**src/rtl/pr_done_pkg.sv**
```systemverilog
package pr_done_pkg;

  typedef enum logic [2:0] {
    ST_IDLE,
    ST_ARMED,
    ST_SEEN_NEW,
    ST_SETTLING,
    ST_DONE
  } pr_state_e;

  typedef enum logic [1:0] {
    SIG_OLD,
    SIG_NEW,
    SIG_OTHER
  } sig_cls_e;

  localparam logic [7:0]  MARK_OLD    = 8'h4F;
  localparam logic [7:0]  MARK_NEW    = 8'h4E;
  localparam logic [31:0] DESYNC_WORD = 32'h0000_000D;

endpackage

```
**src/rtl/pr_sig_sync.sv**
```systemverilog
module pr_sig_sync
  import pr_done_pkg::*;
#(
  parameter int unsigned       SIG_W    = 8,
  parameter int unsigned       STABLE_N = 4,
  parameter logic [SIG_W-1:0]  OLD_MARK = 8'h4F,
  parameter logic [SIG_W-1:0]  NEW_MARK = 8'h4E
) (
  input  logic             clk_i,
  input  logic             rst_ni,
  input  logic [SIG_W-1:0] sig_i,
  output logic             old_o,
  output logic             new_stable_o,
  output logic             other_stable_o
);

  localparam int unsigned RUN_W = $clog2(STABLE_N + 1);
  localparam logic [RUN_W-1:0] RUN_MAX = RUN_W'(STABLE_N);

  logic [SIG_W-1:0] sync1_q, sync2_q;
  sig_cls_e         cls_d, cls_q;
  logic [RUN_W-1:0] run_q;

  always_ff @(posedge clk_i or negedge rst_ni) begin
    if (!rst_ni) begin
      sync1_q <= '0;
      sync2_q <= '0;
    end else begin
      sync1_q <= sig_i;
      sync2_q <= sync1_q;
    end
  end

  always_comb begin
    if (sync2_q == OLD_MARK)      cls_d = SIG_OLD;
    else if (sync2_q == NEW_MARK) cls_d = SIG_NEW;
    else                          cls_d = SIG_OTHER;
  end

  // run length of the current class, saturating at STABLE_N
  always_ff @(posedge clk_i or negedge rst_ni) begin
    if (!rst_ni) begin
      cls_q <= SIG_OTHER;
      run_q <= '0;
    end else if (cls_d != cls_q) begin
      cls_q <= cls_d;
      run_q <= RUN_W'(1);
    end else if (run_q != RUN_MAX) begin
      run_q <= run_q + RUN_W'(1);
    end
  end

  assign old_o          = (cls_q == SIG_OLD);
  assign new_stable_o   = (cls_q == SIG_NEW)   && (run_q == RUN_MAX);
  assign other_stable_o = (cls_q == SIG_OTHER) && (run_q == RUN_MAX);

  p_new_from_sync_r3: assert property (@(posedge clk_i) disable iff (!rst_ni)
    new_stable_o |-> $past(sync2_q) == NEW_MARK);

  p_stable_excl_r3: assert property (@(posedge clk_i) disable iff (!rst_ni)
    $onehot0({old_o, new_stable_o, other_stable_o}));

endmodule

```
**src/rtl/pr_desync_mon.sv**
```systemverilog
module pr_desync_mon #(
  parameter int unsigned        WORD_W = 32,
  parameter bit                 ENABLE = 1'b1,
  parameter logic [WORD_W-1:0]  DESYNC = 32'h0000_000D
) (
  input  logic              clk_i,
  input  logic              rst_ni,
  input  logic [WORD_W-1:0] word_i,
  input  logic              valid_i,
  input  logic              block_i,
  output logic              hit_o
);

  if (ENABLE) begin : g_mon
    logic hit_q;
    always_ff @(posedge clk_i or negedge rst_ni) begin
      if (!rst_ni) hit_q <= 1'b0;
      else         hit_q <= valid_i && !block_i && (word_i == DESYNC);
    end
    assign hit_o = hit_q;

    p_hit_qualified_r5: assert property (@(posedge clk_i) disable iff (!rst_ni)
      hit_o |-> $past(valid_i) && !$past(block_i));
  end else begin : g_off
    assign hit_o = 1'b0;
  end

endmodule

```
**src/rtl/pr_settle_cnt.sv**
```systemverilog
module pr_settle_cnt #(
  parameter int unsigned CNT_W    = 8,
  parameter int unsigned LOAD_VAL = 132
) (
  input  logic clk_i,
  input  logic rst_ni,
  input  logic load_i,
  input  logic run_i,
  output logic zero_o
);

  localparam logic [CNT_W-1:0] LOAD_C = CNT_W'(LOAD_VAL);

  logic [CNT_W-1:0] cnt_q;

  always_ff @(posedge clk_i or negedge rst_ni) begin
    if (!rst_ni)                          cnt_q <= '0;
    else if (load_i)                      cnt_q <= LOAD_C;
    else if (run_i && cnt_q != '0)        cnt_q <= cnt_q - CNT_W'(1);
  end

  assign zero_o = (cnt_q == '0);

  p_cnt_pause_r6: assert property (@(posedge clk_i) disable iff (!rst_ni)
    !load_i && !run_i |=> $stable(cnt_q));

  p_cnt_no_wrap_r4: assert property (@(posedge clk_i) disable iff (!rst_ni)
    !load_i && $past(cnt_q) == '0 && !$past(load_i) |-> cnt_q == '0);

endmodule

```
**src/rtl/pr_done_detect.sv**
```systemverilog
module pr_done_detect
  import pr_done_pkg::*;
#(
  parameter int unsigned BITSTREAM_BITS = 4096,
  parameter int unsigned BUS_W          = 32,
  parameter int unsigned MARGIN         = 4,
  parameter int unsigned STABLE_N       = 4,
  parameter bit          USE_STREAM     = 1'b1
) (
  input  logic        clk_i,
  input  logic        rst_ni,
  input  logic [7:0]  sig_i,
  input  logic [31:0] cfg_word_i,
  input  logic        cfg_valid_i,
  input  logic        ext_owner_i,
  input  logic        arm_i,
  input  logic        clr_i,
  output logic        done_o,
  output logic        busy_o,
  output logic        err_o
);

  localparam int unsigned SETTLE = (BITSTREAM_BITS + BUS_W - 1) / BUS_W + MARGIN;
  localparam int unsigned CNT_W  = $clog2(SETTLE + 1);

  logic      old_s, new_s, other_s, desync_hit, cnt_zero, cnt_load, cnt_run;
  pr_state_e state_q, state_d;
  logic      err_q, err_d;

  pr_sig_sync #(
    .SIG_W(8), .STABLE_N(STABLE_N), .OLD_MARK(MARK_OLD), .NEW_MARK(MARK_NEW)
  ) u_sync (
    .clk_i, .rst_ni, .sig_i,
    .old_o(old_s), .new_stable_o(new_s), .other_stable_o(other_s)
  );

  pr_desync_mon #(
    .WORD_W(32), .ENABLE(USE_STREAM), .DESYNC(DESYNC_WORD)
  ) u_mon (
    .clk_i, .rst_ni, .word_i(cfg_word_i), .valid_i(cfg_valid_i),
    .block_i(ext_owner_i), .hit_o(desync_hit)
  );

  pr_settle_cnt #(.CNT_W(CNT_W), .LOAD_VAL(SETTLE)) u_cnt (
    .clk_i, .rst_ni, .load_i(cnt_load), .run_i(cnt_run), .zero_o(cnt_zero)
  );

  assign cnt_run = (state_q == ST_SETTLING) && !ext_owner_i;

  always_comb begin
    state_d  = state_q;
    err_d    = err_q;
    cnt_load = 1'b0;
    if (clr_i) begin
      state_d = ST_IDLE;
      err_d   = 1'b0;
    end else begin
      unique case (state_q)
        ST_IDLE:     if (arm_i && old_s) state_d = ST_ARMED;
        ST_ARMED: begin
          if (desync_hit) begin
            state_d  = ST_SETTLING;
            cnt_load = 1'b1;
          end else if (new_s) begin
            state_d = ST_SEEN_NEW;
          end else if (other_s) begin
            state_d = ST_IDLE;
            err_d   = 1'b1;
          end
        end
        ST_SEEN_NEW: begin
          state_d  = ST_SETTLING;
          cnt_load = 1'b1;
        end
        ST_SETTLING: if (!ext_owner_i && cnt_zero) state_d = ST_DONE;
        ST_DONE:     state_d = ST_DONE;
        default:     state_d = ST_IDLE;
      endcase
    end
  end

  always_ff @(posedge clk_i or negedge rst_ni) begin
    if (!rst_ni) begin
      state_q <= ST_IDLE;
      err_q   <= 1'b0;
    end else begin
      state_q <= state_d;
      err_q   <= err_d;
    end
  end

  assign done_o = (state_q == ST_DONE);
  assign busy_o = (state_q == ST_ARMED) || (state_q == ST_SEEN_NEW) ||
                  (state_q == ST_SETTLING);
  assign err_o  = err_q;

  p_busy_done_excl_r9: assert property (@(posedge clk_i) disable iff (!rst_ni)
    !(busy_o && done_o));

  p_done_sticky_r8: assert property (@(posedge clk_i) disable iff (!rst_ni)
    done_o && !clr_i |=> done_o);

  p_clr_idle_r8: assert property (@(posedge clk_i) disable iff (!rst_ni)
    clr_i |=> !done_o && !busy_o && !err_o);

  p_done_after_count_r4: assert property (@(posedge clk_i) disable iff (!rst_ni)
    $rose(done_o) |-> $past(cnt_zero) && !$past(ext_owner_i));

  p_ext_hold_r6: assert property (@(posedge clk_i) disable iff (!rst_ni)
    state_q == ST_SETTLING && ext_owner_i && !clr_i |=> state_q == ST_SETTLING);

  p_arm_needs_old_r2: assert property (@(posedge clk_i) disable iff (!rst_ni)
    state_q == ST_IDLE && !old_s |=> !busy_o);

  p_err_sticky_r7: assert property (@(posedge clk_i) disable iff (!rst_ni)
    err_o && !clr_i |=> err_o);

endmodule

```
**config.mk**
```make
export PLATFORM = sky130hd
export DESIGN_NAME = pr_done_detect
export DESIGN_NICKNAME = d
export VERILOG_FILES = /design/src/rtl/pr_done_pkg.sv /design/src/rtl/pr_sig_sync.sv /design/src/rtl/pr_desync_mon.sv /design/src/rtl/pr_settle_cnt.sv /design/src/rtl/pr_done_detect.sv
export SDC_FILE = /design/constraint.sdc
export NUM_CORES = 1
export LEC_CHECK = 0
export BUFFER_PORTS_ARGS = -buffer_cell sky130_fd_sc_hd__buf_2
export CAP_MARGIN = 20
export CORE_MARGIN = 4
export CORE_UTILIZATION = 45
export DETAILED_ROUTE_END_ITERATION = 12
export PLACE_DENSITY = 0.7
export SYNTH_ARGS = -nofsm -noshare
export SYNTH_HDL_FRONTEND = slang
export SYNTH_SLANG_ARGS = --single-unit
export TNS_END_PERCENT = 20
```
**constraint.sdc**
```tcl
create_clock -name clk_i -period 2.1 [get_ports clk_i]
set_input_delay 0.21 -clock clk_i [delete_from_list [all_inputs] [get_ports clk_i]]
set_output_delay 0.21 -clock clk_i [all_outputs]
set_load 0.01 [all_outputs]
```
## Word-level counts from Yosys, hierarchy flattened

Cells that the tools add are included.

- Memories kept: 0
- Memory bits (read-only): 0
- Output and inout port bits: 3
- Register bits after elaboration: 34
- Memory bits (writable): 0
- Bits in latches: 0

- Equality and inequality tests: 17
- Magnitude comparators: 0
- Div/mod/pow operators: 0
- Add/subtract/negate cells: 2
- $mul: 0
- Reduce and logical (&&, ||, !) cells: 21
- Mux-type cells: 21
- Shifts and indexed selects: 0
- Bitwise gates (word level): 0

Operators by type and width:

| kind | count |
|---|---|
| == test 32 x 4 -> 1 bit (second input constant) | 1 |
| two-way mux 3 bit | 8 |
| == test 8 x 7 -> 1 bit (second input constant) | 2 |
| two-way mux 8 bit | 2 |
| case mux 3 bit (5 select lines) | 1 |
| logical AND 1 bit | 8 |
| logical NOT 8 bit | 1 |
| nonzero test 2 bit | 4 |
| nonzero test 8 bit | 1 |
| subtractor 8 x 1 -> 8 bit (second input constant) | 1 |
| two-way mux 1 bit | 7 |
| == test 3 x 2 -> 1 bit (second input constant) | 2 |
| == test 3 bit (second input constant) | 2 |
| != test 3 bit (second input constant) | 2 |
| != test 5 x 4 -> 1 bit (second input constant) | 1 |
| two-way mux 2 bit | 2 |
| != test 2 bit (second input constant) | 2 |
| AND reduction 4 bit | 1 |
| adder 3 x 1 -> 3 bit (second input constant) | 1 |
| == test 3 x 1 -> 1 bit (second input constant) | 1 |
| logical NOT 3 bit | 1 |
| != test 3 x 2 -> 1 bit (second input constant) | 1 |
| AND reduction 3 bit | 1 |
| == test 2 x 1 -> 1 bit (second input constant) | 1 |
| other kinds (6) | 7 |

## Longest topological paths before layout

Gate-level depths: netlist (run 1).

- Depth in word-level cells: 7
- Depth in mapped cells: 6
- Mapped depth without buffers: 6

## Hierarchy

A second synthesis (run 1) with hierarchy kept.

- Cell total of the unflattened synthesis: 139
- Area, all modules: 1566.5 µm²

Modules (own cells, without submodules):

| module | times used | area each (µm²) | cells an instance | sequential area each (µm²) |
|---|---|---|---|---|
| pr_sig_sync | 1 | 689.4 | 44 | 526.8 |
| pr_settle_cnt | 1 | 456.7 | 47 | 200.2 |
| pr_done_detect | 1 | 285.3 | 34 | 100.1 |
| pr_desync_mon | 1 | 135.1 | 14 | 25.0 |

## Worst setup path before layout (run 1)

Ideal clock, no wire load.

- Path kind: register to register
- From: reg u_cnt.cnt_q[0]
- To: reg state_q[2]
- Setup time: 0.080 ns
- Stages on the path, launching flop included: 7
- Setup slack: 0.426 ns
- Required time: 2.020 ns
- Arrival: 1.594 ns
- Clock period less this slack: 1.674 ns
- Path through: dfrtp_1 -> inv_1 -> ha_1 -> or3b_4 -> o311ai_4 -> o21a_1 -> nor3b_2

- Longest elaborated chain between the ends: 4

Ends and longest elaborated chain:

| what | RTL line | source |
|---|---|---|
| from (decl) | pr_settle_cnt.sv:14 | `logic [CNT_W-1:0] cnt_q;` |
| from (signal assigned) | pr_settle_cnt.sv:19 | `else if (run_i && cnt_q != '0) cnt_q <= cnt_q - CNT_W'(1);` |
| logical NOT 8 bit | pr_settle_cnt.sv:22 | `assign zero_o = (cnt_q == '0);` |
| logical AND 1 bit | pr_done_detect.sv:75 | `ST_SETTLING: if (!ext_owner_i && cnt_zero) state_d = ST_DONE;` |
| != test 3 x 2 -> 1 bit (no source line) | n/a |  |
| AND reduction 3 bit (no source line) | n/a |  |
| to (signal assigned) | pr_done_detect.sv:87 | `state_q <= state_d;` |
| to (decl) | pr_done_detect.sv:27 | `pr_state_e state_q, state_d;` |

Every way passes these cells.
A chain may end at the register's enable or synchronous reset.

## Worst setup path after layout (run 1)

Ends and elaborated chain as after synthesis.

==> impl_metrics.toml, run 1 <==
[sta]
relSlewSlack_pct = 50.91
fin_tns_setup_ns = 0
max_freq_mhz = 546.1
period_share_pct = 87.19
setup_violations = 0
fin_ws_ns = 0.2690
finalHoldViolCount = 0
slew_viol_final = 0
fin_worst_skew_ns = 0.006436
rsz0062_at_grt = "false"
fin_crit_ns = 1.831
worst_slew_pin_slew_ns = 0.7363

[yosys]
synth_top_area_share_pct = 51.60
synth.most_common_cell = "dfrtp_1"
synth.largest_area_cell = "dfrtp_1"
ys_top_cells_by_count = "33 x dfrtp_1, 10 x nor2_1, 8 x a21oi_1, 8 x nor4_1, 6 x inv_1"
synth_edf_count = 0
ys_ff_latch = 34
yosysWarnings = 0
synth-async-reset-ratio_pct = 100.0
syn_nets = 189
syn-cell-area_um2 = 1600
synth_area_leaders = "dfrtp_1 52%, ha_1 3.1%, nor4_1 3.1%"
synth_ff_type = "dfrtp_1"
synthCells = 139
syn_avg_cell_area_um2 = 11.51
ys_types = 47
seq_area_frac_synth_pct = 53.24

[layout]
syn2layout_area_growth_pct = 27.68
n_antenna_cell = 0
fin_nets = 251
design_area_um2 = 2043
fin_util_pct = 60.28
drive_gt1_share_pct = 34.16

[route]
vias = 1311
vias_per_cell = 5.286
antenna_left = 0
routed_wl_um = 3405
wl_per_cell_um = 13.73
drt_iter0_markers = 90
dr.pass1.iters = 4
drc = 0

[place]
port_buffers = 48
placed_area_um2 = 1876
gp_routability_congestion = 0.8394
place_hpwl_um = 2552
dp_slack_ns = 0.3009

[pwr]
finalPower_uw = 1530
comb_power_share_pct = 20.2
leakagePower_uw = 0.0009446
pwr_density_cell_nw_per_um2 = 748.8
pwr-share-seq_pct = 49.6
power_switching_uw = 412.5
power.internal_uw = 1117
clockPowerShare_pct = 30.2
switching_share_pct = 26.96
ir_worst_vdd_v = 0.0004735

[floorplanning]
dieArea_um2 = 4574
die_w_um = 67.64
io_pins = 49
die_y_um = 67.64
row_count = 21
initial_core_util_pct = 47.21
core_um2 = 3390

[clocking]
cts_tree = "built"
clk_latency_ns = 0.32
htreeDepth = 2
post_cts_buffers = 0
cts-root-buf = "clkbuf_4"
path_clk_slew_ns = 0.11
cts_made_buffers = 5
cts_num_sinks = 34
clk_path_buf_depth = 2

[worst_setup_path]
arrival_ns = 2.07
cp.required_ns = 2.34
cp-end-kind = "flop"
critical_path.max_fanout = 6
start_kind = "flop"
path_class = "reg2reg"

[worst_hold_path]
hp-class = "in2reg"

[job]
max-cap-violations = 0

[global_route]
first_global_vias = 1323
grt_use_total_pct = 16.83
grt-ovfl-total = 0
antenna_found_initial = 0
grt_pass1_wl_um = 5727
grt_max_degree = 35

[status]
status = "completed"
## cell usage in the layout (no fill, tap or decap), drive strengths merged, types with 4 or more instances in the layout
| cell type | count |
|---|---|
| buf | 49 |
| nor2 | 10 |
| dfrtp | 33 |
| ha | 4 |
| inv | 6 |
| nor4 | 8 |
| clkbuf | 5 |
| nand2 | 5 |
| o21ai | 5 |
| dlygate4sd3 | 9 |
| nand3 | 5 |
| a21oi | 8 |
## critical path, stage by stage (launching register included)
cell      delay [ns]
dfrtp_1         0.42
inv_1           0.09
ha_1            0.16
or3b_4          0.43
o311ai_4        0.32
o21a_1          0.18
nor3b_2         0.16
## layer usage
metal	GRT usage (%)	part of all wire [%]
met1	20.06	40
met5	0	0
met4	5.063	0.73
met2	29.16	56
met3	4.825	3.3
## metrics by stage
step / instances / hold slack [ns]
after floorplan: 139 / -0.08559
after global routing: 248 / 0.1145
after CTS: 248 / 0.09541
final: 248 / 0.1129
after detailed placement: 231 / 0.3187
after global placement: 231 / 0.3050
## logic make-up after synthesis
kind of cell,count (synthesis),synth area share [%]
AOI/OAI and AO/OA,29,13.21
xor gates and xnor gates,4,2.190
adders and majority gates,4,3.128
buffers and inverters,9,3.283
DFF,34,53.24
muxes,2,1.251
and+or+nand+nor,57,23.69
## layout make-up
| class | instances | area, um2 |
|---|---|---|
| multi-input combinational | 96 | 695.7 |
| fill | 293 | 1346 |
| inverter | 6 | 22.52 |
| timing repair buffer | 58 | 337.8 |
| clock inverter | 3 | 40.04 |
| clock buffer | 5 | 37.54 |
| tap | 46 | 57.56 |
| sequential | 34 | 852.1 |
## power by group through the flow
stage               logic (uW)  registers, uW  clock network [uW]
CTS                        313            759                 476
finish                     309            758                 462
global placement           282            767                   0
global route               351            769                 508
floorplan                  207            758                   0
detailed placement         298            772                   0
## timing repair
action | CTS | global route
endpoints found under the setup margin | 0 | 0
endpoints found under the hold margin | 41 | 0
hold buffers | 9 | 0
resized for setup | 0 | 0
## registers in the layout (all words and copies together), names as in the netlist
signal	count
u_sync.sync2_q	8
u_sync.cls_q	2
state_q	3
u_mon.hit_o	1
u_cnt.cnt_q	8
err_o	1
u_sync.sync1_q	8
u_sync.run_q	3
## path summary, 6_finish.rpt
path / start / slack (ns) / endpoint / cells past startpoint
max in group asynchronous: rst_ni / 1.16 / u_sync.cls_q[0]$_DFFE_PN0P_ / 2
min reg2reg: u_sync.sync1_q[2]$_DFF_PN0_ / 0.36 / u_sync.sync2_q[2]$_DFF_PN0_ / 0
min: cfg_word_i[8] / 0.11 / u_mon.hit_o$_DFF_PN0_ / 4
min in group asynchronous: rst_ni / 0.48 / u_cnt.cnt_q[1]$_DFFE_PN0P_ / 2
max: u_cnt.cnt_q[0]$_DFFE_PN0P_ / 0.27 / state_q[2]$_DFFE_PN0P_ / 6
max reg2reg: u_cnt.cnt_q[0]$_DFFE_PN0P_ / 0.27 / state_q[2]$_DFFE_PN0P_ / 6
Power figures use the tool's default switching activity.
==> inputs of run 2 (changes only) <==
Settings changed: GPL_ROUTABILITY_DRIVEN set to 1, PLACE_DENSITY 0.7 to 0.71, SYNTH_HIERARCHICAL set to 1.
Clock period 2.1 ns to 1.8 ns, I/O delays scaled along.
==> impl_metrics.toml, run 2 <==
[status]
status = "complete, but fails checks"
violations = "negative setup slack"

[place]
gp_routability_congestion = 0.8075
dp_slack_ns = -0.09903
placed_area_um2 = 1951
place_hpwl_um = 2620
port_buffers = 48

[yosys]
ys_ff_latch = 34
ys_top_cells_by_count = "33 x dfrtp_1, 14 x nor2_1, 10 x a21oi_1"
seq_area_frac_synth_pct = 54.39
synth_ff_type = "dfrtp_1"
synthCells = 139
synth-async-reset-ratio_pct = 100.0
syn_nets = 189
syn-cell-area_um2 = 1567
yosysWarnings = 6
synth.most_common_cell = "dfrtp_1"
synth_top_area_share_pct = 52.72
synth_area_leaders = "dfrtp_1 53%, nor2_1 3.4%, a21oi_1 3.2%"
syn_avg_cell_area_um2 = 11.27
synth_edf_count = 0
ys_types = 47
synth.largest_area_cell = "dfrtp_1"

[route]
drt_iter0_markers = 29
dr.pass1.iters = 4
routed_wl_um = 3387
vias_per_cell = 5.073
antenna_left = 0
drc = 0
wl_per_cell_um = 12.93
vias = 1329

[worst_setup_path]
path_class = "reg2reg"
arrival_ns = 2.10
cp-end-kind = "flop"
start_kind = "flop"
rrSetupSlack_ns = -0.03
cp.required_ns = 2.07
ff2ff_path_depth = 5
critical_path.max_fanout = 5

[global_route]
grt_pass1_wl_um = 5520
grt_use_total_pct = 16.96
grt-ovfl-total = 0
grt_max_degree = 35
first_global_vias = 1278
antenna_found_initial = 0

[layout]
design_area_um2 = 2151
drive_gt1_share_pct = 43.06
fill_cells = 301
reg_top3 = "u_cnt/cnt_q (8), u_sync/sync1_q (8), u_sync/sync2_q (8)"
seq_area_um2 = 852.1
n_antenna_cell = 0
final_common_cell = "buf_2"
fin_nets = 265
fin_util_pct = 64.45
syn2layout_area_growth_pct = 37.30
multiInputGateArea_um2 = 723.2
final_cell_mix = "48 x buf_2, 33 x dfrtp_1, 13 x nor2_1, 13 x buf_4, 9 x dlygate4sd3_1"

[floorplanning]
row_count = 21
io_pins = 49
core_um2 = 3337
die_y_um = 67
dieArea_um2 = 4489
initial_core_util_pct = 46.94
die_w_um = 67

[pwr]
finalPower_uw = 1734
leakagePower_uw = 0.001014
ir_worst_vdd_v = 0.0004876
pwr_density_cell_nw_per_um2 = 806.2

[sta]
max_freq_mhz = 546.9
period_share_pct = 101.6
relSlewSlack_pct = 51.22
fin_tns_setup_ns = -0.02847
fin_worst_skew_ns = 0.007516
setup_violations = 1
fin_crit_ns = 1.828
slew_viol_final = 0
finalHoldViolCount = 0
worst_slew_pin_slew_ns = 0.7317
fin_ws_ns = -0.02847
rsz0062_at_grt = "true"

[clocking]
cts-root-buf = "clkbuf_4"
path_clk_slew_ns = 0.11
cts_tree = "built"
cts_made_buffers = 5
htreeDepth = 2
clk_path_buf_depth = 2
clk_latency_ns = 0.33
cts_num_sinks = 34

[job]
max-cap-violations = 0

[worst_hold_path]
hold_depth = 4
hp-class = "in2reg"
## run 2: cell count changes after synthesis, moves of 2 or more
cell	change
nand3_1	-4
nor2_1	+4
nor4_1	-4
nand2_1	+3
nor4_2	+3
o211ai_1	-3
o21ai_0	+3
a21o_1	-2
a21oi_1	+2
nand4b_1	-2
nor4b_1	-2
o21ai_1	+2
or4_1	+2
xor2_1	-2
## run 2: kinds of logic after synthesis
family,after synthesis,synth area share [%]
buffers and inverters,8,2.157
adder cells (fa/ha/maj),4,3.195
XOR/XNOR,2,1.118
flip-flops,34,54.39
AO/OA/AOI/OAI,29,11.74
AND/OR/NAND/NOR,59,25.40
multiplexers,3,1.997
## run 2: final cells by class
| class | instances | share of cell area, % |
|---|---|---|
| Sequential cell | 34 | 39.62 |
| Multi-Input combinational cell | 97 | 33.62 |
| Timing Repair Buffer | 70 | 19.90 |
| Tap cell | 46 | 2.676 |
| Clock buffer | 6 | 2.385 |
| Inverter | 7 | 1.222 |
| Clock inverter | 2 | 0.5817 |
## run 2: metrics by stage
stage	cells	hold slack, ns
floorplan	139	-0.1156
global placement	243	0.2744
detailed placement	243	0.2823
CTS	262	0.04822
global route	262	0.04369
finish	262	0.07197
## run 2: worst max-delay path, cell delays in order, from the launching register on
cell and delay [ns]:
dfrtp_1 0.39, and3b_2 0.24, nor2b_4 0.14, or4b_4 0.50
or4_1 0.41, nand3b_1 0.09
## run 2: path summary, 6_finish.rpt
path,endpoint,from
min in group asynchronous,u_sync/sync2_q[0]$_DFF_PN0_,rst_ni
max in group asynchronous,u_cnt/cnt_q[5]$_DFFE_PN0P_,rst_ni
worst max-delay path,u_cnt/cnt_q[7]$_DFFE_PN0P_,state_q[2]$_DFFE_PN0P_
worst min-delay path,u_mon/hit_o$_DFF_PN0_,cfg_word_i[12]
worst min register to register,u_sync/sync2_q[0]$_DFF_PN0_,u_sync/sync1_q[0]$_DFF_PN0_
worst max register to register,u_cnt/cnt_q[7]$_DFFE_PN0P_,state_q[2]$_DFFE_PN0P_
## run 2: timing repair
item	4_1_cts	5_1_grt
buffers inserted	2	0
endpoints found under the hold margin	41	0
endpoints found under the setup margin	6	8
hold buffers	9	0
pin swaps	1	0
gates resized for setup	3	6
## run 2: where the power goes
part	switching (uW)	internal, uW
registers	40.3	837
clock network	252	188
logic	200	218
total	492	1240
## run 2: metal layers
layer / up-vias / share of wire [%] / wire, um / GRT usage (%)
li1: 657 / - / - / -
met1: 652 / 39 / 1311 / 18.35
met5: - / 0 / 0 / 0
met3: 4 / 3.8 / 128 / 6.071
met2: 16 / 57 / 1915 / 30.06
met4: 0 / 0.94 / 32 / 6.076
